File: config.mk
export PLATFORM = sky130hd
export DESIGN_NAME = frac_prod_unit
export DESIGN_NICKNAME = d
export VERILOG_FILES = /design/src/rtl/frac_prod_pkg.sv /design/src/rtl/prod_mul.sv /design/src/rtl/prod_compose.sv /design/src/rtl/prod_split.sv /design/src/rtl/prod_accum.sv /design/src/rtl/frac_prod_unit.sv
export SDC_FILE = /design/constraint.sdc
export NUM_CORES = 1
export LEC_CHECK = 0
export ABC_AREA = 1
export ABC_CLOCK_PERIOD_IN_PS = 5800
export BUFFER_PORTS_ARGS = -buffer_cell sky130_fd_sc_hd__buf_4
export CAP_MARGIN = 20
export CORE_MARGIN = 5
export CORE_UTILIZATION = 45
export DETAILED_ROUTE_END_ITERATION = 10
export PLACE_DENSITY = 0.68
export SLEW_MARGIN = 20
export SYNTH_ARGS = -nofsm -noshare
export SYNTH_HDL_FRONTEND = slang
export SYNTH_SLANG_ARGS = --single-unit
File: constraint.sdc
create_clock -name clk_i -period 5.8 [get_ports clk_i]
set_clock_uncertainty 0.15 [all_clocks]
set_input_delay 0.87 -clock clk_i [delete_from_list [all_inputs] [get_ports clk_i]]
set_output_delay 0.87 -clock clk_i [all_outputs]
set_load 0.02 [all_outputs]
File: src/rtl/frac_prod_pkg.sv
package frac_prod_pkg;
  localparam int unsigned WORD_W  = 16;
  localparam int unsigned N_WORDS = 4;
  localparam int unsigned WORDS_W = WORD_W * N_WORDS;

  typedef enum logic [1:0] {
    CMD_LOAD  = 2'b00,
    CMD_ADD   = 2'b01,
    CMD_SUB   = 2'b10,
    CMD_CLEAR = 2'b11
  } prod_cmd_e;

  // sub-word k at bits [16k+15:16k]
  localparam logic [WORDS_W-1:0] CLEAR_WORDS = {16'h0010, 16'h00ff, 16'hfff0, 16'h0000};
endpackage

File: src/rtl/prod_mul.sv
module prod_mul #(
  parameter int unsigned OP_W         = 16,
  parameter int unsigned ACC_W        = 40,
  parameter bit          UNSIGNED_MUL = 1'b0
) (
  input  logic [OP_W-1:0]  op_a_i,
  input  logic [OP_W-1:0]  op_b_i,
  input  logic             shift_off_i,
  output logic [ACC_W-1:0] term_o
);
  localparam int unsigned RAW_W = 2 * OP_W;
  localparam int unsigned EXT_W = ACC_W - RAW_W;

  logic [RAW_W-1:0] raw;
  logic [ACC_W-1:0] ext;

  generate
    if (UNSIGNED_MUL) begin : g_unsigned
      always_comb begin
        raw = op_a_i * op_b_i;
        ext = {{EXT_W{1'b0}}, raw};
      end
    end else begin : g_signed
      logic signed [RAW_W-1:0] sraw;
      always_comb begin
        sraw = $signed(op_a_i) * $signed(op_b_i);
        raw  = sraw;
        ext  = {{EXT_W{raw[RAW_W-1]}}, raw};
      end
    end
  endgenerate

  // fractional alignment unless disabled
  assign term_o = shift_off_i ? ext : {ext[ACC_W-2:0], 1'b0};
endmodule

File: src/rtl/prod_compose.sv
module prod_compose
  import frac_prod_pkg::*;
#(
  parameter int unsigned ACC_W = 40
) (
  input  logic [WORDS_W-1:0] words_i,
  output logic [ACC_W-1:0]   value_o
);
  logic [ACC_W-1:0] w0, w1, w2, w3;

  always_comb begin
    w0 = ACC_W'(words_i[0*WORD_W +: WORD_W]);
    w1 = ACC_W'(words_i[1*WORD_W +: WORD_W]);
    w2 = ACC_W'(words_i[2*WORD_W +: WORD_W]);
    w3 = ACC_W'(words_i[3*WORD_W +: WORD_W]);
    // two middle words overlap at weight 2^16
    value_o = w0 + (w1 << WORD_W) + (w3 << WORD_W) + (w2 << (2 * WORD_W));
  end
endmodule

File: src/rtl/prod_split.sv
module prod_split
  import frac_prod_pkg::*;
#(
  parameter int unsigned ACC_W = 40
) (
  input  logic [ACC_W-1:0]   value_i,
  output logic [WORDS_W-1:0] words_o
);
  localparam int unsigned HI_W  = ACC_W - 2 * WORD_W;
  localparam int unsigned PAD_W = WORD_W - HI_W;

  logic [HI_W-1:0] hi;

  assign hi = value_i[ACC_W-1 -: HI_W];
  assign words_o = {{WORD_W{1'b0}},
                    {{PAD_W{hi[HI_W-1]}}, hi},
                    value_i[WORD_W +: WORD_W],
                    value_i[0 +: WORD_W]};
endmodule

File: src/rtl/prod_accum.sv
module prod_accum
  import frac_prod_pkg::*;
#(
  parameter int unsigned ACC_W = 40
) (
  input  prod_cmd_e        cmd_i,
  input  logic [ACC_W-1:0] old_i,
  input  logic [ACC_W-1:0] term_i,
  output logic [ACC_W-1:0] next_o
);
  always_comb begin
    unique case (cmd_i)
      CMD_ADD: next_o = old_i + term_i;
      CMD_SUB: next_o = old_i - term_i;
      default: next_o = term_i;
    endcase
  end
endmodule

File: src/rtl/frac_prod_unit.sv
module frac_prod_unit
  import frac_prod_pkg::*;
#(
  parameter int unsigned OP_W         = 16,
  parameter int unsigned ACC_W        = 40,
  parameter bit          UNSIGNED_MUL = 1'b0
) (
  input  logic                 clk_i,
  input  logic                 rst_ni,
  input  logic                 start_i,
  input  logic [1:0]           cmd_i,
  input  logic                 shift_off_i,
  input  logic [OP_W-1:0]      op_a_i,
  input  logic [OP_W-1:0]      op_b_i,
  output logic                 valid_o,
  output logic [ACC_W-1:0]     prod_o,
  output logic [WORDS_W-1:0]   prod_words_o
);
  prod_cmd_e          cmd;
  logic [ACC_W-1:0]   term, old_val, next_val;
  logic [WORDS_W-1:0] words_q, next_words;
  logic               valid_q;

  assign cmd = prod_cmd_e'(cmd_i);

  prod_mul #(.OP_W(OP_W), .ACC_W(ACC_W), .UNSIGNED_MUL(UNSIGNED_MUL)) u_mul (
    .op_a_i      (op_a_i),
    .op_b_i      (op_b_i),
    .shift_off_i (shift_off_i),
    .term_o      (term)
  );

  prod_compose #(.ACC_W(ACC_W)) u_compose (
    .words_i (words_q),
    .value_o (old_val)
  );

  prod_accum #(.ACC_W(ACC_W)) u_accum (
    .cmd_i  (cmd),
    .old_i  (old_val),
    .term_i (term),
    .next_o (next_val)
  );

  prod_split #(.ACC_W(ACC_W)) u_split (
    .value_i (next_val),
    .words_o (next_words)
  );

  always_ff @(posedge clk_i or negedge rst_ni) begin
    if (!rst_ni) begin
      words_q <= CLEAR_WORDS;
      valid_q <= 1'b0;
    end else begin
      valid_q <= start_i;
      if (start_i) words_q <= (cmd == CMD_CLEAR) ? CLEAR_WORDS : next_words;
    end
  end

  assign valid_o      = valid_q;
  assign prod_words_o = words_q;
  assign prod_o       = old_val;

  AST_VALID_AFTER_START: assert property (@(posedge clk_i) disable iff (!rst_ni)
    start_i |=> valid_o) else $error("valid missing");
  AST_NO_SPURIOUS_VALID: assert property (@(posedge clk_i) disable iff (!rst_ni)
    !start_i |=> !valid_o) else $error("spurious valid");
  AST_HOLD_IDLE: assert property (@(posedge clk_i) disable iff (!rst_ni)
    !start_i |=> $stable(prod_words_o)) else $error("register moved");
  AST_CLEAR_PATTERN: assert property (@(posedge clk_i) disable iff (!rst_ni)
    (start_i && cmd_i == 2'b11) |=> (prod_words_o == CLEAR_WORDS && prod_o == '0)) else $error("clear");
  AST_TOP_WORD_ZERO: assert property (@(posedge clk_i) disable iff (!rst_ni)
    (start_i && cmd_i != 2'b11) |=> prod_words_o[3*WORD_W +: WORD_W] == '0) else $error("w3");
endmodule

==> results_dict.tcl <==
set metrics [dict create \
    h-tree-depth 2 \
    hpwl_um 44310 \
    dr_total_vias 17940 \
    utilization_pct 64.31 \
    std_cell_rows 72 \
    grt_usage_pct 25.91 \
    yosysTopAreaCellShare_pct 30.21 \
    gp_congestion 0.9263 \
    synth.largest_area_cell "fa_1" \
    grt_pass1_wl_um 90530 \
    finalWorstSetupSlack_ns -2.746 \
    path_buf_inv 9 \
    netlist_area_mm2 0.01743 \
    die_w_um 206.8 \
    reg2reg_from "prod_words_o[20]" \
    routed_wl_um 56090 \
    timing.final.crit_share_pct 147.3 \
    wl_per_cell_um 15.63 \
    cts.sinks 43 \
    clk-insertion-delay-late_ns 0.31 \
    drt_iter0_markers 998 \
    hold_class "flip-flop to flip-flop" \
    area_growth_pct 41.95 \
    cts_max_path_buffers 2 \
    cap_violations 0 \
    synth_area_per_cell_um2 6.813 \
    rsz0062_at_grt "true" \
    drv_slew 0 \
    avgViaCountPerCell 4.997 \
    layout-drive-gt1-share_pct 36.80 \
    core_area_mm2 0.03847 \
    stdcell_count 3589 \
    cp_slowest_cell "fa_2" \
    dp_slack_ns -3.270 \
    root_buffer "clkbuf_16" \
    drc_errors 0 \
    grt_max_degree 44 \
    path_class "input port to flip-flop" \
    clk_pin_slew_ns 0.06 \
    ys_ff_latch 43 \
    synth.area.top_cells "fa_1, nand2_1, inv_1" \
    required_ns 5.85 \
    synthMostInstantiatedCell "nand2_1" \
    relSlewSlack_pct 51.62 \
    end_kind "flip-flop" \
    status "finished, violations left" \
    final_antenna_net_count 0 \
    netlist_instances 2558 \
    cts-buffers-inserted 5 \
    gr-total-overflow 0 \
    dpl.cell_count 3461 \
    synth_edf_count 0 \
    min_period_ns 8.546 \
    io_pins 143 \
    antenna_found_initial 0 \
    start_kind "input port" \
    grt_pass1_vias 18570 \
    drtPass1Iterations 7 \
    synth_cell_types 57 \
    cp_max_fo 7 \
    synth_ff_type "dfrtp_1" \
    fmax_mhz 117.0 \
    cts_tree "done" \
    synth_seq_area_share_pct 6.325 \
    violations "negative setup slack" \
    initial_utilization_pct 45.30 \
    worst_slew_pin_slew_ns 0.7250 \
    synthArstFlopShare_pct 100.0 \
    crit_family "adder cells" \
    crit_start "op_b_i[6]" \
    finalSetupViolCount 34 \
    fillCellCount 3304 \
    hold_violations 0 \
    die_area_mm2 0.04276 \
    cp_data_arrival_time_ns 8.59 \
    hold_slack_ns 0.3589 \
    hp-start "prod_words_o[52]" \
    synthTopCellsByCount "nand2_1, inv_1, fa_1" \
    yosys_warnings 0 \
    antenna_cells 0 \
    nets 3501 \
    port_buffers 127 \
    die_y_um 206.8 \
    worst_path_largest_cell_delay_ns 0.69 \
]
-- final cells by class --
| type | instances | area [um2] | share of cell area [%] |
|---|---|---|---|
| clock inverters | 1 | 30.03 | 0.1214 |
| repair buffers | 616 | 5029 | 20.33 |
| clock buffers | 7 | 153.9 | 0.6221 |
| well taps | 518 | 648.1 | 2.620 |
| multi-input cells | 1722 | 15190 | 61.39 |
| flip-flops and latches | 43 | 1102 | 4.456 |
| inverters | 682 | 2589 | 10.46 |
-- flip-flops by register name, summed over array words and instances, names as in the netlist --
name / cells
valid_o: 1
prod_words_o: 42
-- metrics by stage --
stage | TNS [ns] | area (um2)
floorplan | -57.28 | 18210
global placement | -82.31 | 21710
detailed placement | -85.13 | 21710
CTS | -68.12 | 23590
global route | -82.92 | 24740
finish | -72.52 | 24740
-- repair_timing --
| item | in CTS | in global routing |
|---|---|---|
| buffers inserted | 75 | 47 |
| hold buffers | 0 | 0 |
| resized for setup | 306 | 225 |
| gates cloned | 1 | 0 |
| pin swaps | 160 | 155 |
| setup endpoints to repair | 35 | 36 |
-- metal layers --
metal	track usage, %	routed length [um]
met1	34.88	23820
met3	3.374	3060
met5	0	0
met4	6.752	1661
met2	44.41	27550
-- kinds of logic after synthesis --
| logic type | synth area share [%] |
|---|---|
| compound gates | 7.632 |
| xor+xnor | 3.504 |
| simple gates | 24.46 |
| fa+ha+maj | 39.55 |
| buf+inv | 18.51 |
| flops | 6.325 |
| other cells | 0.02152 |
-- worst reg2reg max path, cell delays in order, from the launching register on --
cell and delay (ns):
dfstp_2 0.55, ha_1 0.19, ha_1 0.20, nand2_1 0.07, nor2_1 0.27, nand3_1 0.19
nor3_1 0.43, inv_1 0.08, nor4_1 0.41, nand3_1 0.19, inv_1 0.11, nand3_1 0.08
xor2_1 0.47, ha_4 0.22, nand2_1 0.08, inv_1 0.10, nand3_2 0.11, nor3_2 0.23
and3_4 0.22, nand3_1 0.07, nand3_1 0.10, xor2_1 0.18, nand3_1 0.09, nand3_1 0.13
nand2_1 0.07, nand2_1 0.06, nand2_1 0.04
-- final timing paths --
path	end	slack, ns	depth (start not counted)
max reg2reg	prod_words_o[47]	0.61	26
min reg2reg	prod_words_o[52]	0.36	2
max	prod_words_o[47]	-2.75	41
max in group asynchronous	prod_words_o[47]	4.66	1
min in group asynchronous	prod_words_o[8]	0.42	1
min	prod_words_o[52]	0.36	2
-- layout by cell type (no fill, tap or decap), types with 12 or more instances in the layout --
master,instances
nor2_1,74
nor2_2,22
buf_12,12
o211ai_1,12
a21oi_1,45
nor2_4,35
o21ai_0,23
fa_2,21
dfstp_2,21
buf_4,544
dfrtp_1,22
inv_1,601
nand2_2,115
nand2_4,28
nand2_1,572
xor2_1,53
buf_6,57
a21oi_2,31
ha_4,36
inv_2,66
ha_1,89
fa_1,242
nand3_2,29
o21ai_2,19
nand3_1,78
nand4_1,20
conb_1,15
o21ai_1,26
Power is left out: the tool's default activity adds up to more than one toggle a clock period on the data nets, which glitch-free logic cannot reach.
